## config.mk

```make
export PLATFORM = sky130hd
export DESIGN_NAME = vec_intc
export DESIGN_NICKNAME = d
export VERILOG_FILES = /design/src/rtl/vec_intc_pkg.sv /design/src/rtl/vec_intc_capture.sv /design/src/rtl/vec_intc_encoder.sv /design/src/rtl/vec_intc_regs.sv /design/src/rtl/vec_intc.sv
export SDC_FILE = /design/constraint.sdc
export NUM_CORES = 1
export LEC_CHECK = 0
export BUFFER_PORTS_ARGS = -buffer_cell sky130_fd_sc_hd__buf_2
export CORE_MARGIN = 4
export CORE_UTILIZATION = 50
export DETAILED_ROUTE_END_ITERATION = 10
export PLACE_DENSITY = 0.71
export RECOVER_POWER = 100
export SYNTH_ARGS = -nofsm -noshare
export SYNTH_HDL_FRONTEND = slang
export SYNTH_HIERARCHICAL = 1
export SYNTH_SLANG_ARGS = --single-unit
```

## constraint.sdc

```tcl
create_clock -name clk -period 3.65 [get_ports clk]
set_input_delay 0.5475 -clock clk [delete_from_list [all_inputs] [get_ports clk]]
set_output_delay 0.5475 -clock clk [all_outputs]
set_load 0.005 [all_outputs]
```

## src/rtl/vec_intc_pkg.sv

```systemverilog
package vec_intc_pkg;

  localparam int REG_WORDS = 8;
  localparam int SEL_W     = 3;

  typedef enum logic [SEL_W-1:0] {
    SEL_STATUS = 3'd0,
    SEL_PEND   = 3'd1,
    SEL_ENABLE = 3'd2,
    SEL_ACK    = 3'd3,
    SEL_SETEN  = 3'd4,
    SEL_CLREN  = 3'd5,
    SEL_VECTOR = 3'd6,
    SEL_CTRL   = 3'd7
  } word_sel_e;

  localparam int CTRL_GATE_BIT = 0;
  localparam int CTRL_CAPT_BIT = 1;

endpackage

```

## src/rtl/vec_intc_capture.sv

```systemverilog
module vec_intc_capture #(
  parameter int                 NUM_SRC   = 32,
  parameter logic [NUM_SRC-1:0] EDGE_MASK = '0
) (
  input  logic               clk,
  input  logic               rst,
  input  logic               capt_en,
  input  logic [NUM_SRC-1:0] src_in,
  output logic [NUM_SRC-1:0] set_vec
);

  logic [NUM_SRC-1:0] src_prev;
  logic [NUM_SRC-1:0] hit;

  always_ff @(posedge clk) begin
    if (rst) src_prev <= '0;
    else     src_prev <= src_in;
  end

  for (genvar g = 0; g < NUM_SRC; g++) begin : g_line
    if (EDGE_MASK[g]) begin : g_edge
      assign hit[g] = src_in[g] & ~src_prev[g];
    end else begin : g_level
      assign hit[g] = src_in[g];
    end
  end

  assign set_vec = capt_en ? hit : '0;

  // an edge-type line never requests a set while it was already high
  a_r11_edge_once: assert property (@(posedge clk) disable iff (rst)
    ((set_vec & EDGE_MASK & src_prev) == '0));

endmodule

```

## src/rtl/vec_intc_encoder.sv

```systemverilog
module vec_intc_encoder #(
  parameter int NUM_SRC = 32,
  parameter int DATA_W  = 32
) (
  input  logic [NUM_SRC-1:0] pending,
  output logic [DATA_W-1:0]  vector
);

  localparam int IDX_W = (NUM_SRC > 1) ? $clog2(NUM_SRC) : 1;

  logic [IDX_W-1:0] idx;
  logic             found;

  always_comb begin
    idx   = '0;
    found = 1'b0;
    for (int i = NUM_SRC - 1; i >= 0; i--) begin
      if (pending[i]) begin
        idx   = IDX_W'(i);
        found = 1'b1;
      end
    end
  end

  assign vector = found ? DATA_W'(idx) : '1;

endmodule

```

## src/rtl/vec_intc_regs.sv

```systemverilog
module vec_intc_regs
  import vec_intc_pkg::*;
#(
  parameter int NUM_SRC = 32,
  parameter int DATA_W  = 32,
  parameter int ADDR_W  = 8
) (
  input  logic               clk,
  input  logic               rst,
  input  logic               bus_wr,
  input  logic               bus_rd,
  input  logic [ADDR_W-1:0]  bus_addr,
  input  logic [DATA_W-1:0]  bus_wdata,
  input  logic [NUM_SRC-1:0] set_vec,
  input  logic [NUM_SRC-1:0] pending,
  input  logic [DATA_W-1:0]  vector,
  output logic [NUM_SRC-1:0] status,
  output logic [NUM_SRC-1:0] enable,
  output logic [1:0]         ctrl,
  output logic [DATA_W-1:0]  bus_rdata
);

  localparam int WIDX_W = ADDR_W - 2;

  logic [WIDX_W-1:0]  word_idx;
  logic               in_range;
  word_sel_e          sel;
  logic [NUM_SRC-1:0] wsrc;
  logic [NUM_SRC-1:0] status_nx;
  logic [NUM_SRC-1:0] enable_nx;
  logic [DATA_W-1:0]  ack_last, seten_last, clren_last;
  logic [DATA_W-1:0]  rd_mux;
  logic               wr_hit;
  logic               unused_addr_lsb;

  assign word_idx        = bus_addr[ADDR_W-1:2];
  assign unused_addr_lsb = ^bus_addr[1:0];
  assign in_range        = (word_idx <= WIDX_W'(REG_WORDS - 1));
  assign sel             = word_sel_e'(word_idx[SEL_W-1:0]);
  assign wsrc            = bus_wdata[NUM_SRC-1:0];
  assign wr_hit          = bus_wr && in_range;

  always_comb begin
    status_nx = status;
    if (wr_hit && sel == SEL_STATUS && !ctrl[CTRL_CAPT_BIT])
      status_nx = wsrc;
    if (wr_hit && sel == SEL_ACK)
      status_nx = status_nx & ~wsrc;
    status_nx = status_nx | set_vec;
  end

  always_comb begin
    enable_nx = enable;
    if (wr_hit) begin
      unique case (sel)
        SEL_ENABLE: enable_nx = wsrc;
        SEL_SETEN:  enable_nx = enable | wsrc;
        SEL_CLREN:  enable_nx = enable & ~wsrc;
        default:    enable_nx = enable;
      endcase
    end
  end

  always_ff @(posedge clk) begin
    if (rst) begin
      status     <= '0;
      enable     <= '0;
      ctrl       <= '0;
      ack_last   <= '0;
      seten_last <= '0;
      clren_last <= '0;
    end else begin
      status <= status_nx;
      enable <= enable_nx;
      if (wr_hit) begin
        case (sel)
          SEL_CTRL:  ctrl       <= bus_wdata[1:0];
          SEL_ACK:   ack_last   <= bus_wdata;
          SEL_SETEN: seten_last <= bus_wdata;
          SEL_CLREN: clren_last <= bus_wdata;
          default:   ;
        endcase
      end
    end
  end

  always_comb begin
    rd_mux = '0;
    if (in_range) begin
      unique case (sel)
        SEL_STATUS: rd_mux = DATA_W'(status);
        SEL_PEND:   rd_mux = DATA_W'(pending);
        SEL_ENABLE: rd_mux = DATA_W'(enable);
        SEL_ACK:    rd_mux = ack_last;
        SEL_SETEN:  rd_mux = seten_last;
        SEL_CLREN:  rd_mux = clren_last;
        SEL_VECTOR: rd_mux = vector;
        SEL_CTRL:   rd_mux = DATA_W'(ctrl);
        default:    rd_mux = '0;
      endcase
    end
  end

  always_ff @(posedge clk) begin
    if (rst)         bus_rdata <= '0;
    else if (bus_rd) bus_rdata <= rd_mux;
  end

  // with capture on, a status write adds no bit that capture did not request
  a_r9_status_locked: assert property (@(posedge clk) disable iff (rst)
    (wr_hit && sel == SEL_STATUS && ctrl[CTRL_CAPT_BIT])
    |=> ((status & ~$past(status) & ~$past(set_vec)) == '0));

  // acknowledged bits are clear afterwards unless capture re-set them
  a_r6_ack_clears: assert property (@(posedge clk) disable iff (rst)
    (wr_hit && sel == SEL_ACK)
    |=> ((status & $past(wsrc) & ~$past(set_vec)) == '0));

  // a capture request always lands in status
  a_r12_capture_wins: assert property (@(posedge clk) disable iff (rst)
    (set_vec != '0) |=> ((status & $past(set_vec)) == $past(set_vec)));

  // set-enable writes leave every written bit enabled
  a_r7_seten_sets: assert property (@(posedge clk) disable iff (rst)
    (wr_hit && sel == SEL_SETEN) |=> ((enable & $past(wsrc)) == $past(wsrc)));

  // writes outside the word range change no stored word
  a_r2_out_of_range: assert property (@(posedge clk) disable iff (rst)
    (bus_wr && !in_range && set_vec == '0)
    |=> ($stable(status) && $stable(enable) && $stable(ctrl)));

endmodule

```

## src/rtl/vec_intc.sv

```systemverilog
module vec_intc #(
  parameter int                 NUM_SRC   = 32,
  parameter int                 DATA_W    = 32,
  parameter int                 ADDR_W    = 8,
  parameter logic [NUM_SRC-1:0] EDGE_MASK = '0
) (
  input  logic               clk,
  input  logic               rst,
  input  logic               bus_wr,
  input  logic               bus_rd,
  input  logic [ADDR_W-1:0]  bus_addr,
  input  logic [DATA_W-1:0]  bus_wdata,
  output logic [DATA_W-1:0]  bus_rdata,
  input  logic [NUM_SRC-1:0] src_in,
  output logic               irq_out
);

  import vec_intc_pkg::*;

  localparam int IDX_W = (NUM_SRC > 1) ? $clog2(NUM_SRC) : 1;

  logic [NUM_SRC-1:0] set_vec, status, enable, pending;
  logic [1:0]         ctrl;
  logic [DATA_W-1:0]  vector;

  vec_intc_capture #(
    .NUM_SRC   (NUM_SRC),
    .EDGE_MASK (EDGE_MASK)
  ) u_capture (
    .clk     (clk),
    .rst     (rst),
    .capt_en (ctrl[CTRL_CAPT_BIT]),
    .src_in  (src_in),
    .set_vec (set_vec)
  );

  vec_intc_regs #(
    .NUM_SRC (NUM_SRC),
    .DATA_W  (DATA_W),
    .ADDR_W  (ADDR_W)
  ) u_regs (
    .clk       (clk),
    .rst       (rst),
    .bus_wr    (bus_wr),
    .bus_rd    (bus_rd),
    .bus_addr  (bus_addr),
    .bus_wdata (bus_wdata),
    .set_vec   (set_vec),
    .pending   (pending),
    .vector    (vector),
    .status    (status),
    .enable    (enable),
    .ctrl      (ctrl),
    .bus_rdata (bus_rdata)
  );

  assign pending = status & enable;

  vec_intc_encoder #(
    .NUM_SRC (NUM_SRC),
    .DATA_W  (DATA_W)
  ) u_encoder (
    .pending (pending),
    .vector  (vector)
  );

  always_ff @(posedge clk) begin
    if (rst) irq_out <= 1'b0;
    else     irq_out <= ctrl[CTRL_GATE_BIT] && (pending != '0);
  end

  // empty pending gives all-ones vector
  a_r4_vec_empty: assert property (@(posedge clk) disable iff (rst)
    (pending == '0) |-> (vector == '1));

  // vector names a pending line with no lower pending line
  a_r4_vec_lowest: assert property (@(posedge clk) disable iff (rst)
    (pending != '0) |-> (pending[vector[IDX_W-1:0]] &&
      ((pending & ((NUM_SRC'(1) << vector[IDX_W-1:0]) - NUM_SRC'(1))) == '0)));

  // output only follows a gated, nonempty pending state
  a_r5_irq_gate: assert property (@(posedge clk) disable iff (rst)
    irq_out |-> ($past(ctrl[CTRL_GATE_BIT]) && ($past(pending) != '0)));

endmodule

```

Word level (Yosys, flattened, before mapping)
Cells that the tools add are included.
{"block": "totals", "reg_bits": 195}
{"block": "op_classes", "n_reduce_logical": 14, "n_mux": 71, "n_eq_ne": 7, "n_bitwise": 6, "magnitude_cmp": 1}
{"operator": "32-bit one-hot mux with 8 select lines", "n": 1}
{"operator": "32-bit two-way mux", "n": 5}
{"operator": "5-bit two-way mux", "n": 32}
{"operator": "32-bit AND", "n": 3}
{"operator": "32-bit one-hot mux with 3 select lines", "n": 1}
{"operator": "32-bit bitwise OR", "n": 2}
{"operator": "1-bit two-way mux", "n": 32}
{"operator": "32-bit NOT", "n": 1}
{"operator": "32-bit nonzero test", "n": 1}
{"operator": "3-bit equality test (second input constant)", "n": 4}
{"operator": "2-bit AND reduction", "n": 5}
{"operator": "3-bit by 2-bit equality test with 1-bit output (second input constant)", "n": 2}
{"operator": "6-bit by 3-bit less-or-equal comparator with 1-bit output (second input constant)", "n": 1}
{"operator": "1-bit logical AND", "n": 5}
{"operator": "3-bit by 1-bit equality test with 1-bit output (second input constant)", "n": 1}
{"operator": "3-bit zero test", "n": 1}
{"operator": "3-bit nonzero test", "n": 1}
{"operator": "1-bit zero test", "n": 1}

Logic depth before layout (Yosys ltp)
Gate-level depths: netlist (run 1).
{"block": "logic_depth", "word_depth": 36, "mapped_depth": 10, "ltp_nobuf": 10}

Hierarchy
The synthesis (run 1) kept the hierarchy.
{"module": "vec_intc_regs", "instances": 1, "cells_each": 1109, "area_per_inst_um2": 9276.4}
{"module": "vec_intc_encoder", "instances": 1, "cells_each": 93, "area_per_inst_um2": 649.4}
{"module": "vec_intc", "instances": 1, "cells_each": 47, "area_per_inst_um2": 325.3}
{"module": "vec_intc_capture", "instances": 1, "cells_each": 35, "area_per_inst_um2": 255.2}

Least setup slack after synthesis (run 1)
No wires, ideal clock.
{"block": "synth_path", "path_kind": "register to register", "startpoint": "reg u_regs.status[3]", "endpoint": "reg u_regs.bus_rdata[11]", "n_path_buf": 1, "t_arrival_ns": 2.456, "setup_ns": 0.095, "path_slack_ns": 1.098, "required_ns": 3.555, "stages_incl_launch_ff": 11, "cell_sequence": "dfxtp_1 -> and2_1 -> or4_1 -> nand2b_4 -> nor2_4 -> nand4_4 -> inv_1 -> buf_4 -> a22o_1 -> a221oi_1 -> a221oi_1"}
{"block": "synth_via", "elab_chain_cells": 8}
{"item": "from (decl)", "line": "vec_intc_regs.sv:17", "text": "output logic [NUM_SRC-1:0] status,"}
{"item": "from (signal assigned)", "line": "vec_intc_regs.sv:73", "text": "status <= status_nx;"}
{"item": "32-bit AND", "line": "vec_intc.sv:57", "text": "assign pending = status & enable;"}
{"item": "net pending[3]", "line": "vec_intc.sv:22", "text": "logic [NUM_SRC-1:0] set_vec, status, enable, pending;"}
{"item": "1-bit two-way mux (4 in a row)", "line": "vec_intc_encoder.sv:18", "text": "if (pending[i]) begin"}
{"item": "32-bit two-way mux", "line": "vec_intc_encoder.sv:25", "text": "assign vector = found ? DATA_W'(idx) : '1;"}
{"item": "net vector[11]", "line": "vec_intc.sv:24", "text": "logic [DATA_W-1:0] vector;"}
{"item": "32-bit one-hot mux with 8 select lines", "line": "vec_intc_regs.sv:90", "text": "unique case (sel)"}
{"item": "32-bit two-way mux", "line": "vec_intc_regs.sv:89", "text": "if (in_range) begin"}
{"item": "to (signal assigned)", "line": "vec_intc_regs.sv:106", "text": "else if (bus_rd) bus_rdata <= rd_mux;"}
{"item": "to (decl)", "line": "vec_intc_regs.sv:20", "text": "output logic [DATA_W-1:0] bus_rdata"}
The timed path passes the listed nets, and every way through them passes these cells.
A chain may end at the register's enable or synchronous reset.

Worst setup path in the final report (run 1)
{"block": "layout_path", "startpoint": "in bus_addr[5]", "endpoint": "reg u_regs.seten_last[1]"}
{"block": "layout_via", "elab_chain_cells": 3}
{"item": "from (decl)", "line": "vec_intc.sv:11", "text": "input logic [ADDR_W-1:0] bus_addr,"}
{"item": "6-bit by 3-bit less-or-equal comparator with 1-bit output", "line": "vec_intc_regs.sv:38", "text": "assign in_range = (word_idx <= WIDX_W'(REG_WORDS - 1));"}
{"item": "1-bit logical AND", "line": "vec_intc_regs.sv:41", "text": "assign wr_hit = bus_wr && in_range;"}
{"item": "2-bit AND reduction (no line)"}
{"item": "to (signal assigned)", "line": "vec_intc_regs.sv:79", "text": "SEL_SETEN: seten_last <= bus_wdata;"}
{"item": "to (decl)", "line": "vec_intc_regs.sv:31", "text": "logic [DATA_W-1:0] ack_last, seten_last, clren_last;"}
No other way between the ends.

==> results of run 1 <==
## flip-flops by register name, summed over array words and instances, names as in the netlist
register	cells
u_regs/enable	32
u_regs/status	32
u_regs/clren_last	32
u_regs/bus_rdata	32
u_regs/ack_last	32
irq_out	1
u_regs/seten_last	32
u_regs/ctrl	2
## critical path: stages
cell	delay (ps)
clkbuf_1	100
or4b_1	800
nor3_1	920
clkbuf_1	810
nand2_1	180
a21oi_1	160
## per-stage QoR
stage                     setup slack (ps)  hold slack (ps)  power [mW]   util  area, µm²
final                                  486              399        4.46  0.563      11500
after global routing                   338              399        4.59  0.563      11500
after CTS                              797              392        4.48  0.574      11700
after detailed placement               846              437        2.54  0.544      11100
after global placement                 892              432        2.54  0.544      11100
after floorplan                       1100              433        2.40      -      10500
## worst paths after layout
check	start	endpoint	slack, ps	cells after the start
worst max register to register	u_regs/status[3]	u_regs/bus_rdata[5]	500	10
worst max-delay path	bus_addr[5]	u_regs/seten_last[1]	490	6
worst min register to register	u_regs/bus_rdata[0]	u_regs/bus_rdata[0]	450	2
worst min-delay path	bus_wdata[21]	u_regs/ack_last[21]	400	3
## cells by family (layout without fill, tap and decap cells)
kind of cell,Yosys count,after routing,synth area share
and+or+nand+nor,557,557,0.265
buffers and inverters,134,184,0.0622
DFF,195,195,0.372
AOI/OAI and AO/OA,359,359,0.243
muxes,39,39,0.0586
## cell usage after synthesis, types with 5 or more instances
cell type,n,area (µm²)
nor3b_1,33,248
o21ai_0,54,270
buf_2,30,150
dfxtp_1,195,3900
nor3_1,35,175
and2_2,32,240
o211ai_1,20,150
mux4_2,18,405
a2111oi_2,29,435
o21a_1,19,143
buf_4,29,218
nor2_1,80,300
inv_1,5,18.8
nand2_1,251,942
nand2b_1,21,131
a21oi_1,133,666
clkbuf_1,63,236
nor2b_1,23,144
mux2i_1,21,210
a22o_1,30,263
a221oi_1,28,245
a22oi_1,13,97.6
o31ai_1,15,113
or2_2,17,106
and2_1,31,194
or4_1,11,82.6
## layout make-up
type / count / area, µm²
Clock buffer: 21 / 470
Fill cell: 1977 / 8920
Timing Repair Buffer: 147 / 797
Inverter: 5 / 18.8
Tap cell: 270 / 338
Multi-Input combinational cell: 955 / 5830
Clock inverter: 11 / 148
Sequential cell: 195 / 3900
## per-layer routing
layer / up-vias / global-route usage
li1: 4621 / -
met3: 92 / 0.0452
met2: 397 / 0.450
met4: 0 / 0.104
met5: - / 0
met1: 4669 / 0.355
## power by group through the flow
| stage | Clock [mW] | Sequential (mW) | Combinational, mW |
|---|---|---|---|
| after detailed placement | 0 | 2.20 | 0.345 |
| final | 1.97 | 2.15 | 0.341 |
| after global routing | 2.08 | 2.15 | 0.367 |
| after CTS | 1.98 | 2.15 | 0.346 |
| after global placement | 0 | 2.20 | 0.341 |
| after floorplan | 0 | 2.19 | 0.202 |
==> results.ini, run 1 <==
[pwr]
p_int_mw = 3.39
combPwrFrac = 0.076
switchingPower_mw = 1.07
p_leak_nw = 4.00
pwr-share-clk = 0.442
swShare = 0.240
ir_worst_vdd_v = 0.000261
p_seq_frac = 0.481
power.density_nw_per_um2 = 388

[floorplanning]
die-area_um2 = 23400
rows = 52
fp.coreArea_um2 = 20400
initial_core_util = 0.514
die_y_um = 153
die_x_um = 153
ios = 109

[yosys]
ys_warn_count = 6
netlist_area_um2 = 10500
async_flop_share = 0
synthCells = 1284
synth_ff_type = dfxtp_1
synth_edf_count = 0
ys_seq_area_frac = 0.372
synth.distinct_cells = 56
synth-seq-cells = 195
syn_avg_cell_area_um2 = 8.18
syn_nets = 1360

[finish]
area_growth_pct = 9.51
layout_common_cells = nand2_1, dfxtp_1, a21oi_1, buf_2, nor2_1
final_common_cell = nand2_1
fin_cells = 1604
antenna_cells = 0
layout.nets = 1397
drive_above_1_share = 0.178

[detailed_routing]
antenna_left = 0
drc = 0
wirelength_mm = 32.4
drt-initial-drc-count = 844
drt_pre_antenna_iters = 5
vias = 9779
wl_met3_mm = 2.34
wl_met2_mm = 15.2
viasPerCell = 6.10
avgRoutedWirePerCell_um = 20.2
met1Wirelength_mm = 13.7
routed.top_layer = met4

[worst_setup_path]
crit_fanout = 15
worstPathRequired_ps = 4010
startpoint_type = input port
arrival_ps = 3530
path_class = in -> reg
worstSetupEndpointType = register

[status]
outcome = finished, violations left
violations = max-capacitance violations, max-slew violations

[sta]
setup_viol = 0
slew-limit-headroom = -0.0947
timing.final.crit_share = 0.867
hold_violations = 0
skew_ps = 12.2
rsz0062_at_grt = false
tightest_slew_ps = 1640
setup_tns_ps = 0
fin_crit_ps = 3160
fmax_mhz = 316
final_max_slew_viol_count = 29

[run]
drv_cap = 1

[place]
gp_congestion = 0.871
dp_hpwl_mm = 20.9
dpl.cell_count = 1572
port-buffer-count = 106

[global_route]
grt_pass1_vias = 9421
grt_max_degree = 81
overflow = 0
grt_usage = 0.271
antenna_found_initial = 0
grt_pass1_wl_mm = 51.1

[clocking]
insertion_delay_ps = 440
clk_pin_slew_ps = 70
htreeDepth = 4
post_cts_buffers = 0
cts_buffer_depth = 2
clock_tree.root_cell = clkbuf_16
cts.sinks = 195
cts_tree = built
hold_buffers = 0
cts_made_buffers = 17
cts_resized = 0

[worst_hold_path]
worstHoldPathType = in -> reg

Power figures use the tool's default switching activity.
==> run 2, diff against run 1 <==
Settings changed: CTS_BUF_LIST set to sky130_fd_sc_hd__clkbuf_16, SETUP_SLACK_MARGIN set to 0.5.
==> results.ini, run 2 (synthesis gave the netlist of run 1 again) <==
[status]
outcome = finished, violations left
violations = max-capacitance violations, max-slew violations

[pwr]
ir_worst_vdd_v = 0.000257  ; -1.3%
p_leak_nw = 3.99  ; -0.32%
power.density_nw_per_um2 = 383  ; -1.3%

[worst_setup_path]
crit_fanout = 10  ; -5
arrival_ps = 3520  ; about the same
rr_endpoint = u_regs/bus_rdata[5]
cp_cell_sequence = and2_0, or4_1, nand2b_1, nor2_1, nand4_4, inv_1, buf_4, a22o_1, a221oi_1, a221oi_1
path_class = reg -> reg
cpPeakStageDelay_ps = 550  ; -370 ps
cp-endpoint = u_regs/bus_rdata[5]
rrSetupSlack_ps = 470  ; -30 ps
reg2reg_depth = 10  ; unchanged
cpMostUsedCell = a221oi_1
critPathSlowestCell = or4_1
worstPathRequired_ps = 3990  ; -20 ps
reg2reg_from = u_regs/status[3]
worstSetupEndpointType = register
startpoint_type = register
cp-startpoint = u_regs/status[3]

[worst_hold_path]
worstHoldPathType = in -> reg
hold_path_depth = 3  ; unchanged
hold_path.startpoint = bus_wdata[21]

[finish]
fillers = 1983  ; +0.30%
area_growth_pct = 9.23
layout_common_cells = nand2_1, dfxtp_1, a21oi_1, buf_2, nor2_1
fin_cells = 1604  ; unchanged
final_common_cell = nand2_1
seq_area_um2 = 3900  ; unchanged
antenna_cells = 0  ; unchanged
drive_above_1_share = 0.176  ; -0.00225
layout.nets = 1397  ; unchanged
multi_input_area_um2 = 5830  ; unchanged

[floorplanning]
fp.coreArea_um2 = 20400  ; unchanged
die-area_um2 = 23400  ; unchanged
ios = 109  ; unchanged
die_y_um = 153  ; unchanged
rows = 52  ; unchanged
die_x_um = 153  ; unchanged
initial_core_util = 0.514  ; unchanged

[global_route]
use_met1 = 0.356  ; +0.00148
grt_pass1_vias = 9398  ; -0.24%
grt_usage = 0.270  ; -0.00118
grt_pass1_wl_mm = 51.0  ; -0.18%
overflow = 0  ; unchanged
grt_use_met3 = 0.0427  ; -0.00254
gr-max-usage-layer = met2
antenna_found_initial = 0  ; unchanged
grtUsageMet2 = 0.450  ; unchanged
grt_max_degree = 81  ; unchanged

[sta]
skew_ps = 14.0  ; +1.78 ps
final_max_slew_viol_count = 29  ; unchanged
rsz0062_at_grt = false
slew-limit-headroom = -0.0838  ; +0.0109
timing.final.crit_share = 0.871  ; +0.00400
hold_violations = 0  ; unchanged
setup_tns_ps = 0  ; unchanged
setup_viol = 0  ; unchanged
hold_slack_ps = 403  ; +4.14 ps
tightest_slew_ps = 1630  ; -16.3 ps
fin_crit_ps = 3180  ; +14.6 ps
fmax_mhz = 315  ; -0.46%

[detailed_routing]
drc = 0  ; unchanged
avgRoutedWirePerCell_um = 20.1  ; -0.33%
drt-initial-drc-count = 801  ; -5.1%
drt_pre_antenna_iters = 5  ; unchanged
antenna_left = 0  ; unchanged
viasPerCell = 6.06  ; -0.55%
wirelength_mm = 32.3  ; -0.33%
vias = 9725  ; -0.55%

[clocking]
cts_resized = 0  ; unchanged
cts_buffer_depth = 2  ; unchanged
cts.sinks = 195  ; unchanged
cts_made_buffers = 17  ; unchanged
post_cts_buffers = 0  ; unchanged
insertion_delay_ps = 440  ; about the same
hold_buffers = 0  ; unchanged
clock_tree.root_cell = clkbuf_16
clk_pin_slew_ps = 70  ; about the same
cts_tree = built
htreeDepth = 4  ; unchanged

[run]
drv_cap = 1  ; unchanged

[place]
dp_hpwl_mm = 20.9  ; unchanged
gp_congestion = 0.871  ; unchanged
port-buffer-count = 106  ; unchanged
dpl.cell_count = 1572  ; unchanged

==> run 2: cell types whose count changed in the layout (fill, tap and decap cells not counted) <==
cell      delta
clkbuf_1     -1
inv_1        +1
clkbuf_8     -3
clkinv_1     +3
==> run 2: per-stage QoR <==
stage               area [µm²]   util  setup slack [ps]  power (mW)
floorplan                10500      -              1100        2.40
global placement         11100  0.544               892        2.54
detailed placement       11100  0.544               846        2.54
CTS                      11700  0.572               797        4.41
global route             11500  0.562               307        4.52
finish                   11500  0.562               472        4.39
==> run 2: layout make-up <==
class,count,share of cell area
Clock buffer,17,0.0371
Clock inverter,15,0.0142
Inverter,5,0.00164
Multi-Input combinational cell,955,0.508
Sequential cell,195,0.340
Tap cell,270,0.0294
Timing Repair Buffer,147,0.0695
==> run 2: how the worst min path moves through the flow <==
| stage | slack [ps] | to |
|---|---|---|
| 2_1_floorplan | 430 | u_regs/clren_last[1] |
| 3_3_place_gp | 430 | u_regs/bus_rdata[0] |
| 3_5_place_dp | 440 | u_regs/bus_rdata[0] |
| 4_1_cts | 390 | u_regs/seten_last[21] |
| 5_1_grt | 400 | u_regs/clren_last[9] |
| 6_report | 400 | u_regs/ack_last[21] |
==> run 2: worst max-delay path, delay by kind of cell (launching register included) <==
family	cells	cell delay, ps
buffers and inverters	2	640
and+or+nand+nor	5	1490
AOI/OAI and AO/OA	3	600
DFF	1	330
==> run 2: metal layers <==
| metal | routed length [µm] | up-vias | share of wire |
|---|---|---|---|
| li1 | - | 4614 | - |
| met1 | 13600 | 4630 | 0.42 |
| met2 | 15400 | 410 | 0.48 |
| met3 | 2320 | 71 | 0.072 |
| met4 | 967 | 0 | 0.030 |
| met5 | 0 | - | 0 |
==> run 2: power by group <==
| group | leakage (nW) | switching [mW] | internal, mW | total, mW |
|---|---|---|---|---|
| logic | 2.13 | 0.223 | 0.117 | 0.340 |
| registers | 1.57 | 0.00928 | 2.14 | 2.15 |
| clock network | 0.291 | 0.834 | 1.07 | 1.90 |
